<file path="config.mk">
export PLATFORM = sky130hd
export DESIGN_NAME = fcond_unit
export DESIGN_NICKNAME = d
export VERILOG_FILES = /design/src/rtl/fcond_pkg.sv /design/src/rtl/fcond_decode.sv /design/src/rtl/fcond_test.sv /design/src/rtl/fcond_status.sv /design/src/rtl/fcond_unit.sv
export SDC_FILE = /design/constraint.sdc
export NUM_CORES = 1
export LEC_CHECK = 0
export ABC_CLOCK_PERIOD_IN_PS = 1460
export CORE_ASPECT_RATIO = 0.75
export CORE_MARGIN = 3
export CORE_UTILIZATION = 43
export DETAILED_ROUTE_END_ITERATION = 8
export DONT_BUFFER_PORTS = 1
export HOLD_SLACK_MARGIN = 0.05
export PLACE_DENSITY_LB_ADDON = 0.1
export SKIP_LAST_GASP = 1
export SLEW_MARGIN = 20
export SYNTH_ARGS = -nofsm -noshare
export SYNTH_HDL_FRONTEND = slang
export SYNTH_SLANG_ARGS = --single-unit
</file>
<file path="constraint.sdc">
create_clock -name clk -period 1.46 [get_ports clk]
set_input_delay 0.438 -clock clk [delete_from_list [all_inputs] [get_ports clk]]
set_output_delay 0.438 -clock clk [all_outputs]
set_load 0.01 [all_outputs]
</file>
<file path="src/rtl/fcond_pkg.sv">
// Package: shared bit positions and decoded-predicate type for the
// floating-point condition evaluator. Assumes a 32-bit status word.
package fcond_pkg;

    localparam int PRED_W    = 6;
    localparam int BASE_W    = 3;
    localparam int N_BASE    = 1 << BASE_W;

    // status word field positions
    localparam int N_BIT     = 27;
    localparam int Z_BIT     = 26;
    localparam int INF_BIT   = 25;
    localparam int NAN_BIT   = 24;
    localparam int EXC_HI    = 15;
    localparam int EXC_LO    = 8;
    localparam int UNORD_BIT = 15;

    // predicate code field positions
    localparam int ILL_BIT   = 5;
    localparam int NOIEEE_BIT = 4;
    localparam int NEG_BIT   = 3;

    typedef struct packed {
        logic              illegal;
        logic              unaware;
        logic              negate;
        logic [BASE_W-1:0] base;
    } pred_dec_t;

endpackage

</file>
<file path="src/rtl/fcond_decode.sv">
// Module: fcond_decode
// Splits a predicate code into its illegal flag, IEEE-unaware flag,
// negation flag and base-test index. Purely combinational.
// Assumes the code is exactly PRED_W bits wide.
module fcond_decode
    import fcond_pkg::*;
(
    input  logic [PRED_W-1:0] pred,
    output pred_dec_t         dec
);

    // decode fields; the negated form complements the low index bits
    always_comb begin
        dec.illegal = pred[ILL_BIT];
        dec.unaware = pred[NOIEEE_BIT];
        dec.negate  = pred[NEG_BIT];
        dec.base    = pred[NEG_BIT] ? ~pred[BASE_W-1:0] : pred[BASE_W-1:0];
    end

endmodule

</file>
<file path="src/rtl/fcond_test.sv">
// Module: fcond_test
// Builds the truth vector of all eight base tests from N, Z and NAN,
// picks the selected entry and applies negation. Answers false for an
// illegal code. Purely combinational.
module fcond_test
    import fcond_pkg::*;
(
    input  pred_dec_t dec,
    input  logic      flag_n,
    input  logic      flag_z,
    input  logic      flag_nan,
    output logic      truth
);

    logic [N_BASE-1:0] tv;

    // class terms shared by the base tests
    logic is_gt, is_lt, is_eq;
    always_comb begin
        is_eq = flag_z;
        is_gt = !flag_nan && !flag_z && !flag_n;
        is_lt = !flag_nan && !flag_z &&  flag_n;
    end

    // one entry of the truth vector per base test
    for (genvar i = 0; i < N_BASE; i++) begin : g_base
        localparam logic [BASE_W-1:0] IDX = BASE_W'(i);
        always_comb begin
            // bit 0 = equal, bit 1 = greater, bit 2 = less; index 7 = ordered
            if (IDX == BASE_W'(N_BASE - 1))
                tv[i] = !flag_nan;
            else
                tv[i] = (IDX[0] && is_eq) || (IDX[1] && is_gt) || (IDX[2] && is_lt);
        end
    end

    // select, invert if negated, and force false when illegal
    always_comb begin
        truth = dec.illegal ? 1'b0 : (tv[dec.base] ^ dec.negate);
    end

endmodule

</file>
<file path="src/rtl/fcond_status.sv">
// Module: fcond_status
// Produces the rewritten status word: clears the exception byte and
// raises the unordered bit for an IEEE-unaware test that meets a NaN.
// An illegal code passes the status through untouched.
module fcond_status
    import fcond_pkg::*;
#(
    parameter int STAT_W = 32
) (
    input  pred_dec_t         dec,
    input  logic [STAT_W-1:0] stat_in,
    output logic [STAT_W-1:0] stat_out
);

    localparam logic [STAT_W-1:0] EXC_MASK =
        STAT_W'(((1 << (EXC_HI - EXC_LO + 1)) - 1) << EXC_LO);

    // compute the rewritten word
    always_comb begin
        stat_out = stat_in;
        if (!dec.illegal) begin
            stat_out = stat_in & ~EXC_MASK;
            if (dec.unaware && stat_in[NAN_BIT])
                stat_out[UNORD_BIT] = 1'b1;
        end
    end

endmodule

</file>
<file path="src/rtl/fcond_unit.sv">
// Module: fcond_unit (top)
// Floating-point condition predicate evaluator with a single registered
// output stage. Results appear one clock after the inputs.
// Synchronous active-low reset clears all outputs.
module fcond_unit
    import fcond_pkg::*;
#(
    parameter int STAT_W = 32
) (
    input  logic              clk,
    input  logic              rst_n,
    input  logic [5:0]        pred_i,
    input  logic [STAT_W-1:0] status_i,
    output logic              cond_o,
    output logic              illegal_o,
    output logic [STAT_W-1:0] status_o
);

    pred_dec_t         dec;
    logic              truth;
    logic [STAT_W-1:0] stat_next;

    fcond_decode u_dec (
        .pred (pred_i),
        .dec  (dec)
    );

    fcond_test u_test (
        .dec      (dec),
        .flag_n   (status_i[N_BIT]),
        .flag_z   (status_i[Z_BIT]),
        .flag_nan (status_i[NAN_BIT]),
        .truth    (truth)
    );

    fcond_status #(.STAT_W(STAT_W)) u_stat (
        .dec      (dec),
        .stat_in  (status_i),
        .stat_out (stat_next)
    );

    // output register stage
    always_ff @(posedge clk) begin
        if (!rst_n) begin
            cond_o    <= 1'b0;
            illegal_o <= 1'b0;
            status_o  <= '0;
        end else begin
            cond_o    <= truth;
            illegal_o <= dec.illegal;
            status_o  <= stat_next;
        end
    end

endmodule

</file>
==> results of run 1 <==
[power by group]
group / internal, mW / switching, mW
Sequential: 0.975 / 0.0416
Clock: 0.363 / 0.273
Combinational: 0.0296 / 0.0129
[cells in the mapped netlist]
cell type,n,area [µm²]
nor2b_1,1,6.260
clkbuf_1,2,7.510
nand3b_1,2,15.01
a21boi_0,1,7.510
a21oi_1,2,10.01
and3_1,7,43.79
inv_2,1,3.750
dfxtp_1,34,680.7
inv_1,2,7.510
nand2_1,2,7.510
a2111oi_0,1,8.760
a311o_1,1,10.01
or2b_1,1,7.510
nor4_1,1,6.260
and2_1,25,156.4
buf_2,2,10.01
[final timing paths]
path	to	slack, ns
max	status_o[22]	0.32
min	status_o[15]	0.23
[registers in the layout (all words and copies together), names as in the netlist]
| signal | cells |
|---|---|
| cond_o | 1 |
| status_o | 32 |
| illegal_o | 1 |
[routing by layer]
layer  global-route usage  vias to the layer above
li1                     -                      275
met1               0.1156                      248
met2               0.1709                       45
met3               0.1024                        5
met4               0.1017                        0
met5                    0                        -
[logic make-up after synthesis]
| group | count (synthesis) | synth area share |
|---|---|---|
| compound gates | 5 | 0.03671 |
| buf+inv | 7 | 0.02912 |
| simple gates | 39 | 0.2456 |
| flops | 34 | 0.6886 |
[layout make-up]
| cell class | count | area [µm²] |
|---|---|---|
| fill | 209 | 1008 |
| multi-input combinational | 44 | 279.0 |
| clock inverter | 1 | 30.03 |
| inverter | 3 | 11.26 |
| tap | 24 | 30.03 |
| sequential | 34 | 680.7 |
| clock buffer | 7 | 45.04 |
[stage by stage]
| stage | setup WS, ns | instance area, µm² | utilization | instances |
|---|---|---|---|---|
| finish | 0.3177 | 1076 | 0.5162 | 113 |
| global route | 0.2642 | 1076 | 0.5162 | 113 |
| CTS | 0.2904 | 1076 | 0.5162 | 113 |
| detailed placement | 0.2632 | 1001 | 0.4802 | 105 |
| global placement | 0.3078 | 1001 | 0.4802 | 105 |
| floorplan | 0.3404 | 988.4 | - | 85 |
==> summary.txt, run 1 <==
Top-Level Pins - 74
Leak Pwr - 0.4644 nW
Layout cell share with drive strength beyond 1 - 0.07865
M1 wire length - 585 µm
Maximum clock frequency - 875.4 MHz
Final #Nets - 128
Setup TNS - 0 ns
Fin. max-slew vios - 0
Maximum Capacitance Violations - 0
Tot GR Track Use - 0.1222
Worst hold stages - 2
RD Place Congestion - 0.6129
Initial core utilization - 0.4742
Hold WC Path Type - input pin to register
Slew @ Worst Pin - 0.3715 ns
Max Used Layer - met4
Cell area power density - 1576 mW/mm²
Wire length of the first global-routing pass - 2352 µm
Full die area - 0.002916 mm²
Endpoints failing setup - 0
Total power - 1.695 mW
Hold_buf cts - 0
Largest net degree at the start of global routing - 34
Setup Buffers After CTS - 0
Hpwl dp - 1285 µm
Antenna cell count - 0
Clock root buffer - clkbuf_4
Seq/Total Area, Yosys - 0.6886
DR vias/cell - 5.071
Max clock buf depth - 2
Yosys warns - 0
Grt ovf - 0
Row count - 14
Worst setup SP type - register
DR WL/cell - 15.04 µm
Unrepaired setup endpoints after global routing - false
Distinct cells, synth - 16
Cells after Synth - 85
Hold Path Origin - rst_n
Initial antenna violation count - 0
Via count - 573
Final Hold Fails - 0
DRC viols - 0
Post-synthesis register bit count - 34
CTS HTree Levels - 2
Syn Std Cell Area - 988.4 µm²
Synthesized area per cell - 11.63 µm²
Worst EP required - 1.02 ns
Area growth syn-to-layout - 8.861%
CP Capture Type - output port
CTS buffer count - 5
Most common cell after layout, fill and taps aside - dfxtp_1
Wire length on met3 - 297 µm
Synthesized Nets - 125
Port bufs - 0
DRT Pass-1 Iters - 4
Total core area - 0.002085 mm²
Die Span Y - 47.52 µm
CTS Sinks - 34
Die X - 61.36 µm
Outcome - finished clean
Slew HR - 0.7459
Fin crit share - 0.7824
Crit path max fanout - 1
Fin crit period - 1.142 ns
Iter 0 DRT Violations - 19
Peak supply drop - 741.6 µV
Final WL - 1700 µm
Vias in the first global route - 531
Hold WS - 0.2258 ns
Post_cts resized - 0
CTS tree - yes
WS Path Type - register to output port
Crit path depth - 0
Worst EP arrival - 0.70 ns
CP startpoint - status_o[22]
Post-DRT Antenna Nets - 0
Clock slew seen by the registers of the worst setup and hold paths - 0.09 ns
Metal2 WL - 787 µm
Commonest non-fill, non-tap cells in the layout - dfxtp_1 (34), and2_1 (25), and3_1 (7)
No activity file was read; power rests on OpenSTA's default activity.
==> run 2, diff against run 1 <==
- ABC_CLOCK_PERIOD_IN_PS: 1460 -> 990
- clock period: 1.46 -> 0.99 ns (I/O delays scaled with it)
==> run 2 against run 1 <==
Net effect: utilization rose by 2.0 points; clock-buffer cell count did not move; wire length fell by 0.59%; worst setup slack got worse by 0.30 ns; global-route usage did not move; critical path depth did not move; cell count did not move; non-clock buffer count did not move; clock power rose by 47%; sequential power rose by 48%; die area did not move.
==> summary.txt, run 2 (same netlist as run 1, synthesis figures left out) <==
Total core area - 0.002085 mm²
Filler cells - 205
Slew HR - 0.7459
Layout cell share with drive strength beyond 1 - 0.4607
Worst EP arrival - 0.68 ns
Clock root buffer - clkbuf_4
RD Place Congestion - 0.6129
Antenna cell count - 0
Placement Cell Area - 0.001001 mm²
WS Path Type - register to output port
Placed insts - 105
CTS HTree Levels - 2
Fin. max-slew vios - 0
Post-DRT Antenna Nets - 0
Hpwl dp - 1285 µm
Fin crit share - 0.9855
CTS tree - yes
Outcome - finished clean
Hold_buf cts - 0
Largest net degree at the start of global routing - 34
PnR worst setup slack - 0.01437 ns
Cell area power density - 2248 mW/mm²
Initial core utilization - 0.4742
Max Used Layer - met4
Endpoints failing setup - 0
Area growth syn-to-layout - 13.16%
Iter 0 DRT Violations - 21
DRT Pass-1 Iters - 2
Metal2 WL - 790 µm
Wire length of the first global-routing pass - 2352 µm
Unrepaired setup endpoints after global routing - true
Die X - 61.36 µm
CTS buffer count - 5
Leak Pwr - 0.4744 nW
Final design area excluding fillers - 0.001119 mm²
Total power - 2.515 mW
Final #Nets - 128
Commonest non-fill, non-tap cells in the layout - dfxtp_2 (34), and2_1 (25), and3_1 (7)
Max clock buf depth - 2
M1 wire length - 581 µm
Clock slew seen by the registers of the worst setup and hold paths - 0.09 ns
Hold WC Path Type - input pin to register
Port bufs - 0
Slew @ Worst Pin - 0.3715 ns
Final Hold Fails - 0
Top-Level Pins - 74
Final WL - 1690 µm
Most flops, register - status_o
Initial antenna violation count - 0
DR WL/cell - 14.96 µm
CTS Sinks - 34
Grt ovf - 0
DR vias/cell - 5.115
Most common cell after layout, fill and taps aside - dfxtp_2
Wire length on met3 - 298 µm
Regs by FF count - status_o: 32 flops, cond_o: 1 flops, illegal_o: 1 flops
Non-filler cells in the finished layout - 113
Die Span Y - 47.52 µm
Row count - 14
Tot GR Track Use - 0.1222
Setup TNS - 0 ns
Fin crit period - 0.9756 ns
Full die area - 0.002916 mm²
DP Worst Slack - -0.06576 ns
Maximum clock frequency - 1025 MHz
Vias in the first global route - 531
Max reg flops - 32
Worst EP required - 0.69 ns
Layout Utilization - 0.5366
Hold WS - 0.07971 ns
Peak supply drop - 1092 µV
CP Capture Type - output port
Worst setup SP type - register
Via count - 578
Crit path max fanout - 1
Maximum Capacitance Violations - 0
DRC viols - 0
[run 2: cell counts in the layout (fill, tap and decap cells not counted)]
No cell type changed its count.
[run 2: worst paths after layout]
kind,from,endpoint,slack (ns),depth (start not counted)
min,rst_n,status_o[15],0.08,2
max,status_o[22],status_o[22],0.01,0
[run 2: layout make-up]
class / instances / area (µm²) / share of cell area
Multi-Input combinational cell: 44 / 279.0 / 0.2494
Tap cell: 24 / 30.03 / 0.02685
Clock inverter: 1 / 30.03 / 0.02685
Sequential cell: 34 / 723.2 / 0.6465
Inverter: 3 / 11.26 / 0.01007
Clock buffer: 7 / 45.04 / 0.04027
[run 2: repair_timing]
item / 4_1_cts / 5_1_grt
buffers inserted: 0 / 0
gates resized for setup: 34 / 0
hold endpoints to repair: 0 / 0
endpoints found under the setup margin: 34 / 34
gates cloned: 0 / 0
[run 2: metal layers]
layer | global-route usage | vias up
met4 | 0.1017 | 0
li1 | - | 276
met5 | 0 | -
met2 | 0.1709 | 46
met1 | 0.1156 | 253
met3 | 0.1024 | 3
[run 2: where the power goes]
group / leakage (nW) / switching [mW] / internal [mW] / total, mW
Sequential: 0.292 / 0.0616 / 1.45 / 1.51
Clock: 0.0395 / 0.402 / 0.536 / 0.938
Combinational: 0.143 / 0.0190 / 0.0437 / 0.0627
Total: 0.474 / 0.483 / 2.03 / 2.51
